--- src/rtl/midi_note_pkg.sv ---
package midi_note_pkg;

    localparam int BYTE_W = 8;
    localparam int DATA_W = BYTE_W - 1;
    localparam int CHAN_W = 4;
    localparam int TYPE_W = BYTE_W - CHAN_W;

    typedef enum logic [2:0] {
        K_NOTE_OFF,
        K_NOTE_ON,
        K_POLY_TOUCH,
        K_CONTROL,
        K_PROGRAM,
        K_CHAN_TOUCH,
        K_BEND
    } msg_kind_e;

    typedef struct packed {
        logic              live;
        msg_kind_e         kind;
        logic [CHAN_W-1:0] chan;
    } run_status_t;

    typedef struct packed {
        logic              take;
        logic              first;
        logic              last;
        msg_kind_e         kind;
        logic [CHAN_W-1:0] chan;
        logic [DATA_W-1:0] value;
    } data_evt_t;

    // Bits 6..4 of a channel status byte select the message type.
    function automatic msg_kind_e decode_kind(input logic [2:0] code);
        msg_kind_e k;
        case (code)
            3'd0:    k = K_NOTE_OFF;
            3'd1:    k = K_NOTE_ON;
            3'd2:    k = K_POLY_TOUCH;
            3'd3:    k = K_CONTROL;
            3'd4:    k = K_PROGRAM;
            3'd5:    k = K_CHAN_TOUCH;
            default: k = K_BEND;
        endcase
        return k;
    endfunction

    function automatic logic single_data(input msg_kind_e k);
        return (k == K_PROGRAM) || (k == K_CHAN_TOUCH);
    endfunction

endpackage

--- src/rtl/midi_status_tracker.sv ---
module midi_status_tracker
    import midi_note_pkg::*;
(
    input  logic              clk,
    input  logic              rst,
    input  logic              byte_valid,
    input  logic [BYTE_W-1:0] byte_in,
    output data_evt_t         evt
);

    localparam logic [TYPE_W-1:0] SYS_TYPE = '1;

    run_status_t cur;
    logic        second_due;
    logic        is_status;
    logic        is_data;

    assign is_status = byte_valid &  byte_in[BYTE_W-1];
    assign is_data   = byte_valid & ~byte_in[BYTE_W-1];

    always_comb begin
        evt.take  = is_data & cur.live;
        evt.first = ~second_due;
        evt.last  = second_due | single_data(cur.kind);
        evt.kind  = cur.kind;
        evt.chan  = cur.chan;
        evt.value = byte_in[DATA_W-1:0];
    end

    always_ff @(posedge clk) begin
        if (rst) begin
            cur        <= '0;
            second_due <= 1'b0;
        end else if (is_status) begin
            second_due <= 1'b0;
            if (byte_in[BYTE_W-1 -: TYPE_W] == SYS_TYPE) begin
                cur.live <= 1'b0;
            end else begin
                cur.live <= 1'b1;
                cur.kind <= decode_kind(byte_in[DATA_W-1 -: 3]);
                cur.chan <= byte_in[CHAN_W-1:0];
            end
        end else if (evt.take) begin
            second_due <= ~evt.last;
        end
    end

    // a status byte always returns framing to the first data byte
    assert_status_restarts_R8: assert property (@(posedge clk) disable iff (rst)
        is_status |=> !second_due);

    // a pending second byte implies a channel status is in force
    assert_second_needs_status_R9: assert property (@(posedge clk) disable iff (rst)
        second_due |-> cur.live);

    // single-data-byte types never wait for a second byte
    assert_single_no_second_R10: assert property (@(posedge clk) disable iff (rst)
        (evt.take && single_data(cur.kind)) |=> !second_due);

endmodule

--- src/rtl/midi_note_capture.sv ---
module midi_note_capture
    import midi_note_pkg::*;
(
    input  logic              clk,
    input  logic              rst,
    input  data_evt_t         evt,
    output logic [DATA_W-1:0] led_note,
    output logic              note_strobe,
    output logic [DATA_W-1:0] note_velocity,
    output logic [CHAN_W-1:0] note_channel
);

    logic [DATA_W-1:0] pend_note;
    logic              on_byte;
    logic              commit;

    assign on_byte = evt.take && (evt.kind == K_NOTE_ON);
    assign commit  = on_byte && !evt.first && evt.last && (evt.value != '0);

    always_ff @(posedge clk) begin
        if (rst) begin
            pend_note     <= '0;
            led_note      <= '0;
            note_strobe   <= 1'b0;
            note_velocity <= '0;
            note_channel  <= '0;
        end else begin
            note_strobe <= commit;
            if (on_byte && evt.first) begin
                pend_note <= evt.value;
            end
            if (commit) begin
                led_note      <= pend_note;
                note_velocity <= evt.value;
                note_channel  <= evt.chan;
            end
        end
    end

    // the update strobe lasts one cycle
    assert_strobe_single_R3: assert property (@(posedge clk) disable iff (rst)
        note_strobe |=> !note_strobe);

    // outputs move only together with the strobe
    assert_outputs_hold_R4: assert property (@(posedge clk) disable iff (rst)
        !note_strobe |-> $stable({led_note, note_velocity, note_channel}));

    // a published note never carries zero velocity
    assert_velocity_nonzero_R5: assert property (@(posedge clk) disable iff (rst)
        note_strobe |-> (note_velocity != '0));

endmodule

--- src/rtl/midi_note_decoder.sv ---
module midi_note_decoder
    import midi_note_pkg::*;
(
    input  logic              clk,
    input  logic              rst,
    input  logic [BYTE_W-1:0] rx_byte,
    input  logic              rx_valid,
    output logic [DATA_W-1:0] led_note,
    output logic              note_strobe,
    output logic [DATA_W-1:0] note_velocity,
    output logic [CHAN_W-1:0] note_channel
);

    data_evt_t evt;

    midi_status_tracker u_tracker (
        .clk        (clk),
        .rst        (rst),
        .byte_valid (rx_valid),
        .byte_in    (rx_byte),
        .evt        (evt)
    );

    midi_note_capture u_capture (
        .clk           (clk),
        .rst           (rst),
        .evt           (evt),
        .led_note      (led_note),
        .note_strobe   (note_strobe),
        .note_velocity (note_velocity),
        .note_channel  (note_channel)
    );

    // an unstrobed byte cannot produce a note update
    assert_idle_no_strobe_R11: assert property (@(posedge clk) disable iff (rst)
        !rx_valid |=> !note_strobe);

endmodule

--- config.mk ---
export PLATFORM = sky130hd
export DESIGN_NAME = midi_note_decoder
export DESIGN_NICKNAME = d
export VERILOG_FILES = /design/src/rtl/midi_note_pkg.sv /design/src/rtl/midi_status_tracker.sv /design/src/rtl/midi_note_capture.sv /design/src/rtl/midi_note_decoder.sv
export SDC_FILE = /design/constraint.sdc
export NUM_CORES = 1
export LEC_CHECK = 0
export ABC_AREA = 1
export BUFFER_PORTS_ARGS = -buffer_cell sky130_fd_sc_hd__buf_4
export CAP_MARGIN = 40
export CORE_UTILIZATION = 45
export CTS_BUF_LIST = sky130_fd_sc_hd__clkbuf_4 sky130_fd_sc_hd__clkbuf_8
export DETAILED_ROUTE_END_ITERATION = 6
export PLACE_DENSITY_LB_ADDON = 0.08
export SYNTH_ARGS = -nofsm -noshare
export SYNTH_HDL_FRONTEND = slang
export SYNTH_HIERARCHICAL = 1
export SYNTH_SLANG_ARGS = --single-unit
--- constraint.sdc ---
create_clock -name clk -period 3.6 [get_ports clk]
set_input_delay 0.36 -clock clk [delete_from_list [all_inputs] [get_ports clk]]
set_output_delay 0.36 -clock clk [all_outputs]
set_load 0.03 [all_outputs]
# Word level (Yosys, flattened, before mapping)
# Cells that the tools add are included.
# word_totals
wordCells,38
output_inout_bits,19
inputBits,11
regBits,35
# classes
reduce_logical,10
bitwise_logic,8
muxes,2
eq_ne,9
# op_table
op,count
case mux 3 bit (6 select lines),1
equality test 3 bit (second input constant),4
nonzero test 7 bit,1
equality test 3 x 1 -> 1 bit (second input constant),2
equality test 3 x 2 -> 1 bit (second input constant),2
logical AND 1 bit,5
equality test 4 bit (second input constant),1
NOT 1 bit,4
AND 1 bit,3
zero test 3 bit,1
AND reduction 2 bit,1
OR reduction 2 bit,1
logical OR 1 bit,1
2-to-1 mux 1 bit,1
bitwise OR 1 bit,1

# Depth between registers and ports, before layout
# depth
ltp_word,7
depth_mapped,11
mapped_depth_nobuf,10

# Modules after synthesis
# The synthesis kept the hierarchy.
# modules_own_cells
mod,area_each_um2,n_inst,cells_each,seq_area_each_um2
midi_note_capture,1134.8,1,147,520.5
midi_status_tracker,531.8,1,71,180.2

# Worst setup path before layout
# OpenSTA, ideal clock, no wires.
# synth_path
path_type,input-to-reg
startpoint,input rx_valid
endpoint,register u_capture.led_note[4]
setup_ns,0.111
required_time_ns,3.489
t_arrival_ns,1.244
cell_stages,10
path_buffers,1
setup_slack_ns,2.245
cell_sequence,nand2_1 nor2_1 nand2_1 inv_1 nand2_2 nor2_8 buf_4 nand3_1 nand2_1 nor2_2
# synth_lines
item,line_no,source
start: declaration,midi_note_decoder.sv:7,"input logic rx_valid,"
end signal: assignment,midi_note_capture.sv:33,led_note <= pend_note;
end: declaration,midi_note_capture.sv:7,"output logic [DATA_W-1:0] led_note,"

==> flow_metrics.tcl <==
set metrics [dict create \
    syn_nets 229 \
    p_per_area_nw_per_um2 392 \
    p_int_mw 0.565 \
    synth_seq_cells 35 \
    antenna_cells 0 \
    multiInputGateArea_um2 702 \
    grt_setup_unrepaired "false" \
    cp_data_required_time_ns 3.82 \
    dp_hpwl_um 2260 \
    post-route-drc-count 0 \
    reg2reg_slack_ns 2.05 \
    pwr-share-seq 0.543 \
    nFillCells 364 \
    crit_type "register to register" \
    finalWeightedCongestion 0.832 \
    grtUsageTotal 0.173 \
    synth_fa_ha_area_frac 0 \
    r2r_end "u_capture/note_velocity[6]$_SDFFE_PP0P_" \
    wire_per_inst_um 10.7 \
    register_area_um2 701 \
    drv_slew 0 \
    cts_resized 0 \
    grt_overflow 0 \
    path_clk_slew_ns 0.06 \
    endpoint "u_capture/note_velocity[6]$_SDFFE_PP0P_" \
    synth-compound-area-share 0.0878 \
    synth_cell_types 21 \
    antenna_left 0 \
    seq_area_frac_synth 0.420 \
    leakagePower_nw 0.848 \
    fin_ws_ns 2.05 \
    drtPass1Iterations 4 \
    finalCriticalPeriod_ns 1.55 \
    worst_pin_slew_ns 0.622 \
    die_area_um2 3950 \
    cts.sinks 35 \
    hold_path.class "input pin to register" \
    startpoint "u_tracker/cur[7]$_SDFFE_PP0P_" \
    cts_tree "done" \
    placed_area_um2 1780 \
    synth.mux.area_fraction 0 \
    finalClockSkew_ns 0.00112 \
    cts_buffers 5 \
    synthCells 218 \
    synth_top_area_cell "dfxtp_1" \
    syn_area_per_cell_um2 7.64 \
    port_buffers 29 \
    ctsHoldBuffers 0 \
    hold_viol 0 \
    crit_fanout 19 \
    die_x_um 62.9 \
    die_h_um 62.9 \
    numPlacedInstances 272 \
    met1_length_um 1370 \
    htreeDepth 2 \
    clk_path_buf_depth 2 \
    p_switching_mw 0.167 \
    synth.top_cell.area_share 0.420 \
    worst_hold_slack_ns 0.292 \
    area_growth_pct 12.1 \
    start_util 0.484 \
    finalSetupTns_ns 0 \
    synth_area_leaders "dfxtp_1 42%, nor2_2 8.6%, nand2_1 8.1%" \
    vias 1308 \
    max_slew_margin 0.585 \
    drt-initial-drc-count 35 \
    stdcell_area_um2 1870 \
    final_util 0.543 \
    outcome "complete, no violations" \
    place_ws_ns 1.95 \
    nets 244 \
    max_cap_violations 0 \
    io_pins 30 \
    post_cts_buffers 0 \
    synth_top_family_by_area "simple AND/OR/NAND/NOR gates" \
    r2r_cells 10 \
    met3_length_um 139 \
    via_per_inst 4.69 \
    arrival_ns 1.76 \
    routed_wl_um 3000 \
    grt_start_max_net_pins 24 \
    clock_latency_ns 0.28 \
    fmax_mhz 646 \
    dr_wl_met2_um 1430 \
    irDropWorstVdd_mv 0.189 \
    core_area_um2 3440 \
    yosysWarnings 6 \
    grt_pass1_wl_um 5320 \
    cts_root_buf "clkbuf_8" \
    antenna_found_initial 0 \
    synth_simple_gate_area_share 0.333 \
    sw_frac_of_total 0.228 \
    p_total_mw 0.732 \
    placementRows 21 \
    crit_path_start_kind "register" \
    routed.top_layer "met4" \
    syn_area_um2 1670 \
    drive_gt1_frac 0.305 \
    pwr-share-comb 0.076 \
    setup_viol 0 \
    grt_pass1_vias 1210 \
    clockPowerShare 0.382 \
    final_cell_count_no_fill 279 \
    timing.rr.start "u_tracker/cur[7]$_SDFFE_PP0P_" \
    end_kind "register" \
    synth-xor-area-share 0 \
    finalCritPeriodShare 0.430 \
]
==> power groups by stage <==
stage / logic, mW / registers, mW / clock network [mW]
floorplan: 0.0491 / 0.405 / 0
CTS: 0.0556 / 0.397 / 0.291
finish: 0.0554 / 0.397 / 0.279
global route: 0.0628 / 0.398 / 0.311
detailed placement: 0.0554 / 0.406 / 0
global placement: 0.0542 / 0.406 / 0
==> flip-flops by register name, summed over array words and instances, names as in the netlist <==
register / flops
u_tracker/cur: 1
u_capture/note_channel: 4
u_tracker/second_due: 1
u_tracker/evt: 7
u_capture/led_note: 7
u_capture/note_strobe: 1
u_capture/note_velocity: 7
u_capture/pend_note: 7
==> layer usage <==
metal  global-route usage  vias up
met3               0.0511        7
li1                     -      690
met2                0.283       28
met4               0.0785        0
met5                    0        -
met1                0.208      583
==> cell usage after synthesis, drive strengths merged <==
cell / instances
nand3: 18
inv: 26
nand3b: 4
nand2: 41
buf: 19
a21oi: 17
dfxtp: 35
o21ai: 10
nor2: 46
clkbuf: 2
==> cell type report <==
| cell class | instances | share of cell area |
|---|---|---|
| clock buffers | 6 | 0.0442 |
| clock inverters | 1 | 0.00268 |
| multi-input cells | 136 | 0.376 |
| inverters | 26 | 0.0549 |
| well taps | 46 | 0.0308 |
| flip-flops and latches | 35 | 0.375 |
| repair buffers | 29 | 0.117 |
==> worst max-delay path, cell delays in order (launching register included) <==
cell and delay [ns]:
dfxtp_1 0.34, nand2_1 0.05, nor2_1 0.15, nand2_1 0.08, inv_1 0.08, nand2_2 0.09
nor2_8 0.24, nand2_4 0.12, inv_6 0.16, nor2_1 0.06, nor2_1 0.10
==> worst min-delay path by stage <==
stage | slack, ns | start | endpoint | depth (start not counted)
floorplan | 0.42 | rst | u_tracker/cur[7]$_SDFFE_PP0P_ | 1
global placement | 0.44 | u_capture/pend_note[2]$_SDFFE_PP0P_ | u_capture/pend_note[2]$_SDFFE_PP0P_ | 2
detailed placement | 0.44 | u_capture/pend_note[2]$_SDFFE_PP0P_ | u_capture/pend_note[2]$_SDFFE_PP0P_ | 2
CTS | 0.29 | rst | u_tracker/cur[7]$_SDFFE_PP0P_ | 2
global route | 0.29 | rst | u_tracker/cur[7]$_SDFFE_PP0P_ | 2
finish | 0.29 | rst | u_tracker/cur[7]$_SDFFE_PP0P_ | 2
==> logic make-up (layout without fill, tap and decap cells) <==
kind of cell | after synthesis | after routing
AND/OR/NAND/NOR | 109 | 109
flip-flops | 35 | 35
AO/OA/AOI/OAI | 27 | 27
buffers and inverters | 47 | 62
==> cells in the final DEF, fill, tap and decap left out <==
cell	count
dfxtp_1	35
inv_2	1
a21oi_1	14
nor2_1	22
nand2_1	36
nand2_4	2
inv_6	1
nand3_1	17
nand2_2	3
nand3_4	1
buf_4	29
a21oi_2	3
clkinv_2	1
inv_1	24
nand3b_1	4
nor2_2	23
clkbuf_8	6
nor2_8	1
o21ai_0	10
Power figures use the tool's default switching activity.
